## config.mk

```make
export PLATFORM = sky130hd
export DESIGN_NAME = pk_f2i_conv
export DESIGN_NICKNAME = d
export VERILOG_FILES = /design/src/rtl/pk_f2i_pkg.sv /design/src/rtl/f2i_align.sv /design/src/rtl/f2i_round.sv /design/src/rtl/f2i_lane.sv /design/src/rtl/pk_f2i_conv.sv
export SDC_FILE = /design/constraint.sdc
export NUM_CORES = 1
export LEC_CHECK = 0
export BUFFER_PORTS_ARGS = -buffer_cell sky130_fd_sc_hd__buf_2
export CORE_UTILIZATION = 29
export DETAILED_ROUTE_END_ITERATION = 12
export PLACE_DENSITY = 0.43
export SLEW_MARGIN = 20
export SYNTH_ARGS = -nofsm -noshare
export SYNTH_HDL_FRONTEND = slang
export SYNTH_HIERARCHICAL = 1
export SYNTH_SLANG_ARGS = --single-unit
export TNS_END_PERCENT = 5
```

## constraint.sdc

```tcl
create_clock -name clk -period 1.3 [get_ports clk]
set_input_delay 0.26 -clock clk [delete_from_list [all_inputs] [get_ports clk]]
set_output_delay 0.26 -clock clk [all_outputs]
set_load 0.005 [all_outputs]
```

## src/rtl/pk_f2i_pkg.sv

```systemverilog
package pk_f2i_pkg;
  localparam int FP_W     = 32;
  localparam int EXP_W    = 8;
  localparam int MAN_W    = 23;
  localparam int INT_W    = 32;
  localparam int BIAS     = 127;
  localparam int MAG_W    = INT_W + 1;
  // exponent at which the mantissa LSB weighs exactly 1
  localparam int SHL_BASE = BIAS + MAN_W;
  // largest left shift that can still land inside the signed range
  localparam int MAX_SHL  = INT_W - 1 - MAN_W;
  // guard bits kept below the binary point when shifting right
  localparam int GRD_W    = MAN_W + 3;
  localparam int EXT_W    = MAN_W + 1 + GRD_W;

  typedef enum logic [1:0] {
    RM_NEAR = 2'b00,
    RM_DOWN = 2'b01,
    RM_UP   = 2'b10,
    RM_ZERO = 2'b11
  } rmode_e;

  typedef struct packed {
    logic             invalid;
    logic             inexact;
    logic [INT_W-1:0] value;
  } lane_res_t;

  localparam logic [INT_W-1:0] INT_INDEF = {1'b1, {(INT_W-1){1'b0}}};
endpackage

```

## src/rtl/f2i_align.sv

```systemverilog
module f2i_align
  import pk_f2i_pkg::*;
(
  input  logic [FP_W-1:0]  fp_i,
  output logic             sign_o,
  output logic [MAG_W-1:0] mag_o,
  output logic             rbit_o,
  output logic             sticky_o,
  output logic             huge_o
);
  logic [EXP_W-1:0] expf;
  logic [MAN_W-1:0] frac;
  logic [MAN_W:0]   mant;
  logic [EXP_W:0]   e_eff;
  logic [EXP_W:0]   shl;
  logic [EXP_W:0]   shr;
  logic [EXT_W-1:0] ext;

  always_comb begin
    sign_o   = fp_i[FP_W-1];
    expf     = fp_i[FP_W-2 -: EXP_W];
    frac     = fp_i[MAN_W-1:0];
    mant     = {|expf, frac};
    // denormals share the weight of the smallest normal exponent
    e_eff    = (expf == '0) ? (EXP_W+1)'(1) : {1'b0, expf};
    shl      = e_eff - (EXP_W+1)'(SHL_BASE);
    shr      = (EXP_W+1)'(SHL_BASE) - e_eff;
    ext      = '0;
    mag_o    = '0;
    rbit_o   = 1'b0;
    sticky_o = 1'b0;
    huge_o   = 1'b0;
    if (&expf) begin
      huge_o = 1'b1;
    end else if (e_eff >= (EXP_W+1)'(SHL_BASE)) begin
      if (shl > (EXP_W+1)'(MAX_SHL)) huge_o = 1'b1;
      else mag_o = MAG_W'(mant) << shl;
    end else if (shr > (EXP_W+1)'(GRD_W)) begin
      sticky_o = |mant;
    end else begin
      ext      = {mant, {GRD_W{1'b0}}} >> shr;
      mag_o    = MAG_W'(ext[EXT_W-1:GRD_W]);
      rbit_o   = ext[GRD_W-1];
      sticky_o = |ext[GRD_W-2:0];
    end
  end
endmodule

```

## src/rtl/f2i_round.sv

```systemverilog
module f2i_round
  import pk_f2i_pkg::*;
(
  input  logic             sign_i,
  input  logic [MAG_W-1:0] mag_i,
  input  logic             rbit_i,
  input  logic             sticky_i,
  input  logic             huge_i,
  input  logic [1:0]       rmode_i,
  output lane_res_t        res_o
);
  localparam logic [MAG_W-1:0] POS_LIM = MAG_W'({1'b0, {(INT_W-1){1'b1}}});
  localparam logic [MAG_W-1:0] NEG_LIM = MAG_W'({1'b1, {(INT_W-1){1'b0}}});

  logic             lost;
  logic             inc;
  logic [MAG_W-1:0] rmag;
  logic             over;
  logic             bad;

  always_comb begin
    lost = rbit_i | sticky_i;
    unique case (rmode_e'(rmode_i))
      RM_NEAR: inc = rbit_i & (sticky_i | mag_i[0]);
      RM_DOWN: inc = lost & sign_i;
      RM_UP:   inc = lost & ~sign_i;
      default: inc = 1'b0;
    endcase
    rmag = mag_i + MAG_W'(inc);
    over = sign_i ? (rmag > NEG_LIM) : (rmag > POS_LIM);
    bad  = huge_i | over;
    res_o.invalid = bad;
    res_o.inexact = ~bad & lost;
    if (bad) res_o.value = INT_INDEF;
    else if (sign_i) res_o.value = INT_W'(-rmag);
    else res_o.value = rmag[INT_W-1:0];
  end
endmodule

```

## src/rtl/f2i_lane.sv

```systemverilog
module f2i_lane
  import pk_f2i_pkg::*;
(
  input  logic [FP_W-1:0] fp_i,
  input  logic [1:0]      rmode_i,
  output lane_res_t       res_o
);
  logic             sign;
  logic [MAG_W-1:0] mag;
  logic             rbit;
  logic             sticky;
  logic             huge;

  f2i_align u_align (
    .fp_i    (fp_i),
    .sign_o  (sign),
    .mag_o   (mag),
    .rbit_o  (rbit),
    .sticky_o(sticky),
    .huge_o  (huge)
  );

  f2i_round u_round (
    .sign_i  (sign),
    .mag_i   (mag),
    .rbit_i  (rbit),
    .sticky_i(sticky),
    .huge_i  (huge),
    .rmode_i (rmode_i),
    .res_o   (res_o)
  );
endmodule

```

## src/rtl/pk_f2i_conv.sv

```systemverilog
module pk_f2i_conv
  import pk_f2i_pkg::*;
#(
  parameter int LANES = 2
) (
  input  logic                   clk,
  input  logic                   rst_n,
  input  logic                   issue_i,
  input  logic [LANES*FP_W-1:0]  src_i,
  input  logic [1:0]             rmode_i,
  input  logic                   inv_mask_i,
  output logic [LANES*INT_W-1:0] result_o,
  output logic                   valid_o,
  output logic [LANES-1:0]       invalid_o,
  output logic [LANES-1:0]       inexact_o,
  output logic                   stk_reset_o
);
  localparam int RES_W = LANES * INT_W;

  logic [RES_W-1:0] conv_val;
  logic [LANES-1:0] conv_inv;
  logic [LANES-1:0] conv_inx;

  for (genvar g = 0; g < LANES; g++) begin : g_lane
    lane_res_t lres;
    f2i_lane u_lane (
      .fp_i   (src_i[g*FP_W +: FP_W]),
      .rmode_i(rmode_i),
      .res_o  (lres)
    );
    assign conv_val[g*INT_W +: INT_W] = lres.value;
    assign conv_inv[g]                = lres.invalid;
    assign conv_inx[g]                = lres.inexact;
  end

  logic             trap;
  logic             wr_en;
  logic [RES_W-1:0] res_d,   res_q;
  logic             vld_d,   vld_q;
  logic [LANES-1:0] inv_d,   inv_q;
  logic [LANES-1:0] inx_d,   inx_q;
  logic             stk_d,   stk_q;

  // next-state
  always_comb begin
    trap  = ~inv_mask_i & (|conv_inv);
    wr_en = issue_i & ~trap;
    res_d = wr_en ? conv_val : res_q;
    vld_d = wr_en;
    inv_d = issue_i ? conv_inv : '0;
    inx_d = issue_i ? conv_inx : '0;
    stk_d = issue_i;
  end

  // registers
  always_ff @(posedge clk or negedge rst_n) begin
    if (!rst_n) begin
      res_q <= '0;
      vld_q <= 1'b0;
      inv_q <= '0;
      inx_q <= '0;
      stk_q <= 1'b0;
    end else begin
      res_q <= res_d;
      vld_q <= vld_d;
      inv_q <= inv_d;
      inx_q <= inx_d;
      stk_q <= stk_d;
    end
  end

  assign result_o    = res_q;
  assign valid_o     = vld_q;
  assign invalid_o   = inv_q;
  assign inexact_o   = inx_q;
  assign stk_reset_o = stk_q;
endmodule

```

==> run_results.csv <==
group,metric,value,unit
place,dp.final_hpwl,66.1,mm
timing,fin_crit_sh,492,%
grt,grt_start_max_net_pins,49,
critical_path,path_max_fanout,14,
grt,antenna_found_initial,2,
timing,final.min_clock_period,6.39,ns
final_layout,antenna_cells,0,
final_layout,multiInputGateArea,14200,sq um
logic_synthesis,avgSynthCellArea,7.15,sq um
clocking,clock-sinks,70,
final_layout,drive_gt1_share,43.0,%
detailed_routing,firstDrtPassIters,6,
detailed_routing,drcViolationCount,0,
timing,relSlewSlack,43.4,%
grt,grt.total_usage,26.9,%
timing,hold_viol_final,0,
timing,grt_setup_unrepaired,"true",
clocking,cts_buffer_depth,2,
detailed_routing,dr_wl_met3,4.24,mm
clocking,clk_pin_slew_worst_paths,0.06,ns
run,drv_cap,0,
detailed_routing,antenna_left,0,
place,numPortBuffers,139,
critical_path,crit_top_cell,"buf_4",
power_and_ir_drop,clkPwrFrac,16.3,%
grt,grt_overflow_total,0,
timing,whs,0.122,ns
power_and_ir_drop,pwr_density_cell,605,nW/um^2
logic_synthesis,ys_warn_count,6,
place,pre_cts_slack,-5.70,ns
critical_path,cp-start-kind,"input port",
critical_path,cp-startpoint,"src_i[30]",
timing,worst_slew_pin_slew,0.842,ns
status,outcome,"complete, but fails checks",
floorplanning,dieWidth,241,microns
final_layout,layout.nets,3276,
timing,slew_violations,0,
power_and_ir_drop,combPwrFrac,67.3,%
clocking,clockRootBuffer,"clkbuf_16",
grt,grt_pass1_wl,123,mm
critical_path,cp.arrival,6.61,ns
worst_hold_path,hold_start,"issue_i",
critical_path,reg2reg_from,"result_o[6]",
critical_path,timing.rr.end,"result_o[6]",
power_and_ir_drop,p_seq_share,16.4,%
logic_synthesis,syn_inst,2323,
timing,worst_slack,-5.09,ns
clocking,numCtsBuffers,9,
detailed_routing,top_layer,"met5",
detailed_routing,num_vias,22100,
logic_synthesis,synth_edf_count,0,
detailed_routing,drt_iter0_markers,1880,
critical_path,cpPeakStageDelay,0.60,ns
detailed_routing,met2_length,38.4,mm
final_layout,regArea,1750,sq um
critical_path,cp-end-kind,"flop",
detailed_routing,wirelength,81.5,mm
power_and_ir_drop,power.internal,8.98,mW
clocking,htreeDepth,3,
worst_hold_path,holdPathEnd,"stk_reset_o",
detailed_routing,m1WireLength,36.5,mm
critical_path,timing.reg2reg.setup_slack,0.45,ns
timing,finalClockSkew,0,ns
clocking,tritoncts,"yes",
floorplanning,start_util,29.4,%
critical_path,critPathSlowestCell,"or4_1",
logic_synthesis,synth_cell_types,101,
logic_synthesis,synthFlopType,"dfrtp_1",
logic_synthesis,yosysSeqAreaShare,10.5,%
logic_synthesis,async_flop_share,100,%
final_layout,syn_to_final_growth,55.1,%
worst_hold_path,min_path_cells,1,
floorplanning,core-area,56500,sq um
clocking,clk_latency,0.34,ns
logic_synthesis,syn_nets,2411,
place,routabilityCongestion,0.977,
detailed_routing,wl_per_cell,20.6,microns
critical_path,cp.required,1.52,ns
logic_synthesis,synth_area,16600,sq um
floorplanning,ios,140,
worst_hold_path,hp-class,"in -> reg",
status,violations,"negative setup slack",
timing,final-setup-viol-count,69,
critical_path,crit_type,"in -> reg",
critical_path,r2r_cells,2,
detailed_routing,vias_per_cell,5.60,
grt,first_global_vias,21500,
final_layout,num-fill-cells,5785,
power_and_ir_drop,p_sw_share,42.4,%
power_and_ir_drop,vdd_ir_drop_max,0.626,mV
floorplanning,die_y,241,microns
logic_synthesis,synth_seq_cells,70,
floorplanning,fp-row-count,87,
timing,max_freq,156,MHz
power_and_ir_drop,power_leakage,11.3,nW
floorplanning,die_area,58300,sq um
power_and_ir_drop,power.switching,6.61,mW
synth_stat cells, drive strengths merged (10+ instances only):
cell	n	area, sq um
o22ai	32	200
nand2	246	928
or2	12	75.1
nor2b	21	131
a31oi	36	225
or4	14	113
o41ai	20	190
and2	25	156
and4	14	123
nand2b	22	138
nor4	56	435
nand4	30	230
mux2i	80	826
o211ai	26	225
buf	119	773
and3	16	100
a211oi	30	250
or3	24	153
ha	18	225
a21o	26	195
inv	108	410
clkbuf	100	380
a221o	10	100
o32ai	80	1150
a21boi	14	105
mux4	24	541
xor2	44	385
o2111ai	10	87.6
nand3	94	480
a22oi	18	135
xnor2	96	841
a221oi	30	275
a2111oi	10	87.6
nor3	76	400
o31ai	18	135
dfrtp	70	1750
o21a	14	105
a21oi	142	711
a22o	10	87.6
a211o	14	123
nor2	218	823
o21ai	122	611
critical path: cells and delay by family:
| family | cells | cell delay [ns] |
|---|---|---|
| compound gates | 12 | 2.34 |
| simple gates | 8 | 2.06 |
| buf+inv | 9 | 1.54 |
| fa+ha+maj | 2 | 0.37 |
cell families (layout without fill, tap and decap cells):
group	Yosys count	count (layout)	share of synthesized area, %
fa+ha+maj	18	18	1.36
compound gates	745	745	34.6
mux	112	112	8.81
xor+xnor	140	140	7.38
buf+inv	333	1203	9.55
flops	70	70	10.5
other cells	2	2	0.0452
simple gates	903	903	27.7
sequential cells by signal, indices dropped and copies added (netlist names):
name,flops
inexact_o,2
valid_o,1
invalid_o,2
result_o,64
stk_reset_o,1
power by group through the flow:
stage	logic [mW]	clock network, mW	registers, mW
6_report	10.5	2.54	2.56
5_1_grt	11.2	2.66	2.58
4_1_cts	9.73	2.59	2.56
3_5_place_dp	9.61	0	2.60
3_3_place_gp	9.58	0	2.59
2_1_floorplan	5.07	0	2.56
cell usage in the layout, fill, tap and decap left out, types with 20 or more instances in the layout:
| cell type | n |
|---|---|
| buf_4 | 893 |
| nand2_1 | 237 |
| nor2_1 | 209 |
| buf_2 | 137 |
| a21oi_1 | 134 |
| o21ai_0 | 111 |
| inv_1 | 102 |
| xnor2_1 | 95 |
| nand3_1 | 87 |
| mux2i_1 | 72 |
| dfrtp_1 | 70 |
| o32ai_2 | 67 |
| nor3_1 | 65 |
| xor2_1 | 42 |
| nor4_1 | 39 |
| a31oi_1 | 36 |
| nand4_1 | 26 |
| o22ai_1 | 26 |
| a221oi_1 | 25 |
| a211oi_1 | 25 |
| mux4_2 | 24 |
| a21o_1 | 24 |
| and2_1 | 23 |
| or3_1 | 22 |
| nor2b_1 | 21 |
| o211ai_1 | 20 |
| nand2b_1 | 20 |
final cells by class:
| cell class | instances | area share (%) |
|---|---|---|
| multi-input cells | 1920 | 55.0 |
| repair buffers | 1073 | 31.6 |
| flip-flops and latches | 70 | 6.80 |
| well taps | 756 | 3.67 |
| inverters | 114 | 1.74 |
| clock buffers | 10 | 0.928 |
| clock inverters | 6 | 0.272 |
per-layer routing:
| layer | GRT usage, % | up-vias |
|---|---|---|
| li1 | - | 10500 |
| met1 | 36.1 | 10800 |
| met2 | 45.6 | 754 |
| met3 | 2.68 | 117 |
| met4 | 7.29 | 4 |
| met5 | 0 | - |
worst max-delay path by stage:
stage	to	slack, ns	cells after the start
floorplan	result_o[0]	-5.39	37
global placement	result_o[57]	-5.71	32
detailed placement	result_o[57]	-5.70	32
CTS	result_o[12]	-5.10	33
global route	result_o[6]	-5.37	32
finish	result_o[45]	-5.09	31
timing repair:
action | CTS | global route
setup buffers | 3 | 34
gates resized for setup | 24 | 133
pin swaps | 12 | 68
hold buffers | 1 | 0
endpoints found under the setup margin | 69 | 69
cloned | 1 | 12
hold endpoints to repair | 70 | 0
metrics by stage:
stage	utilization, %	power, mW	area, sq um	TNS [ns]	cells
after floorplan	-	7.64	17100	-368.63	2323
after global placement	42.8	12.2	24200	-391.12	3884
after detailed placement	42.8	12.2	24200	-390.40	3884
after CTS	43.7	14.9	24700	-349.46	3905
after global routing	45.6	16.5	25800	-367.94	3949
final	45.6	15.6	25800	-347.96	3949
Power figures use the tool's default switching activity.
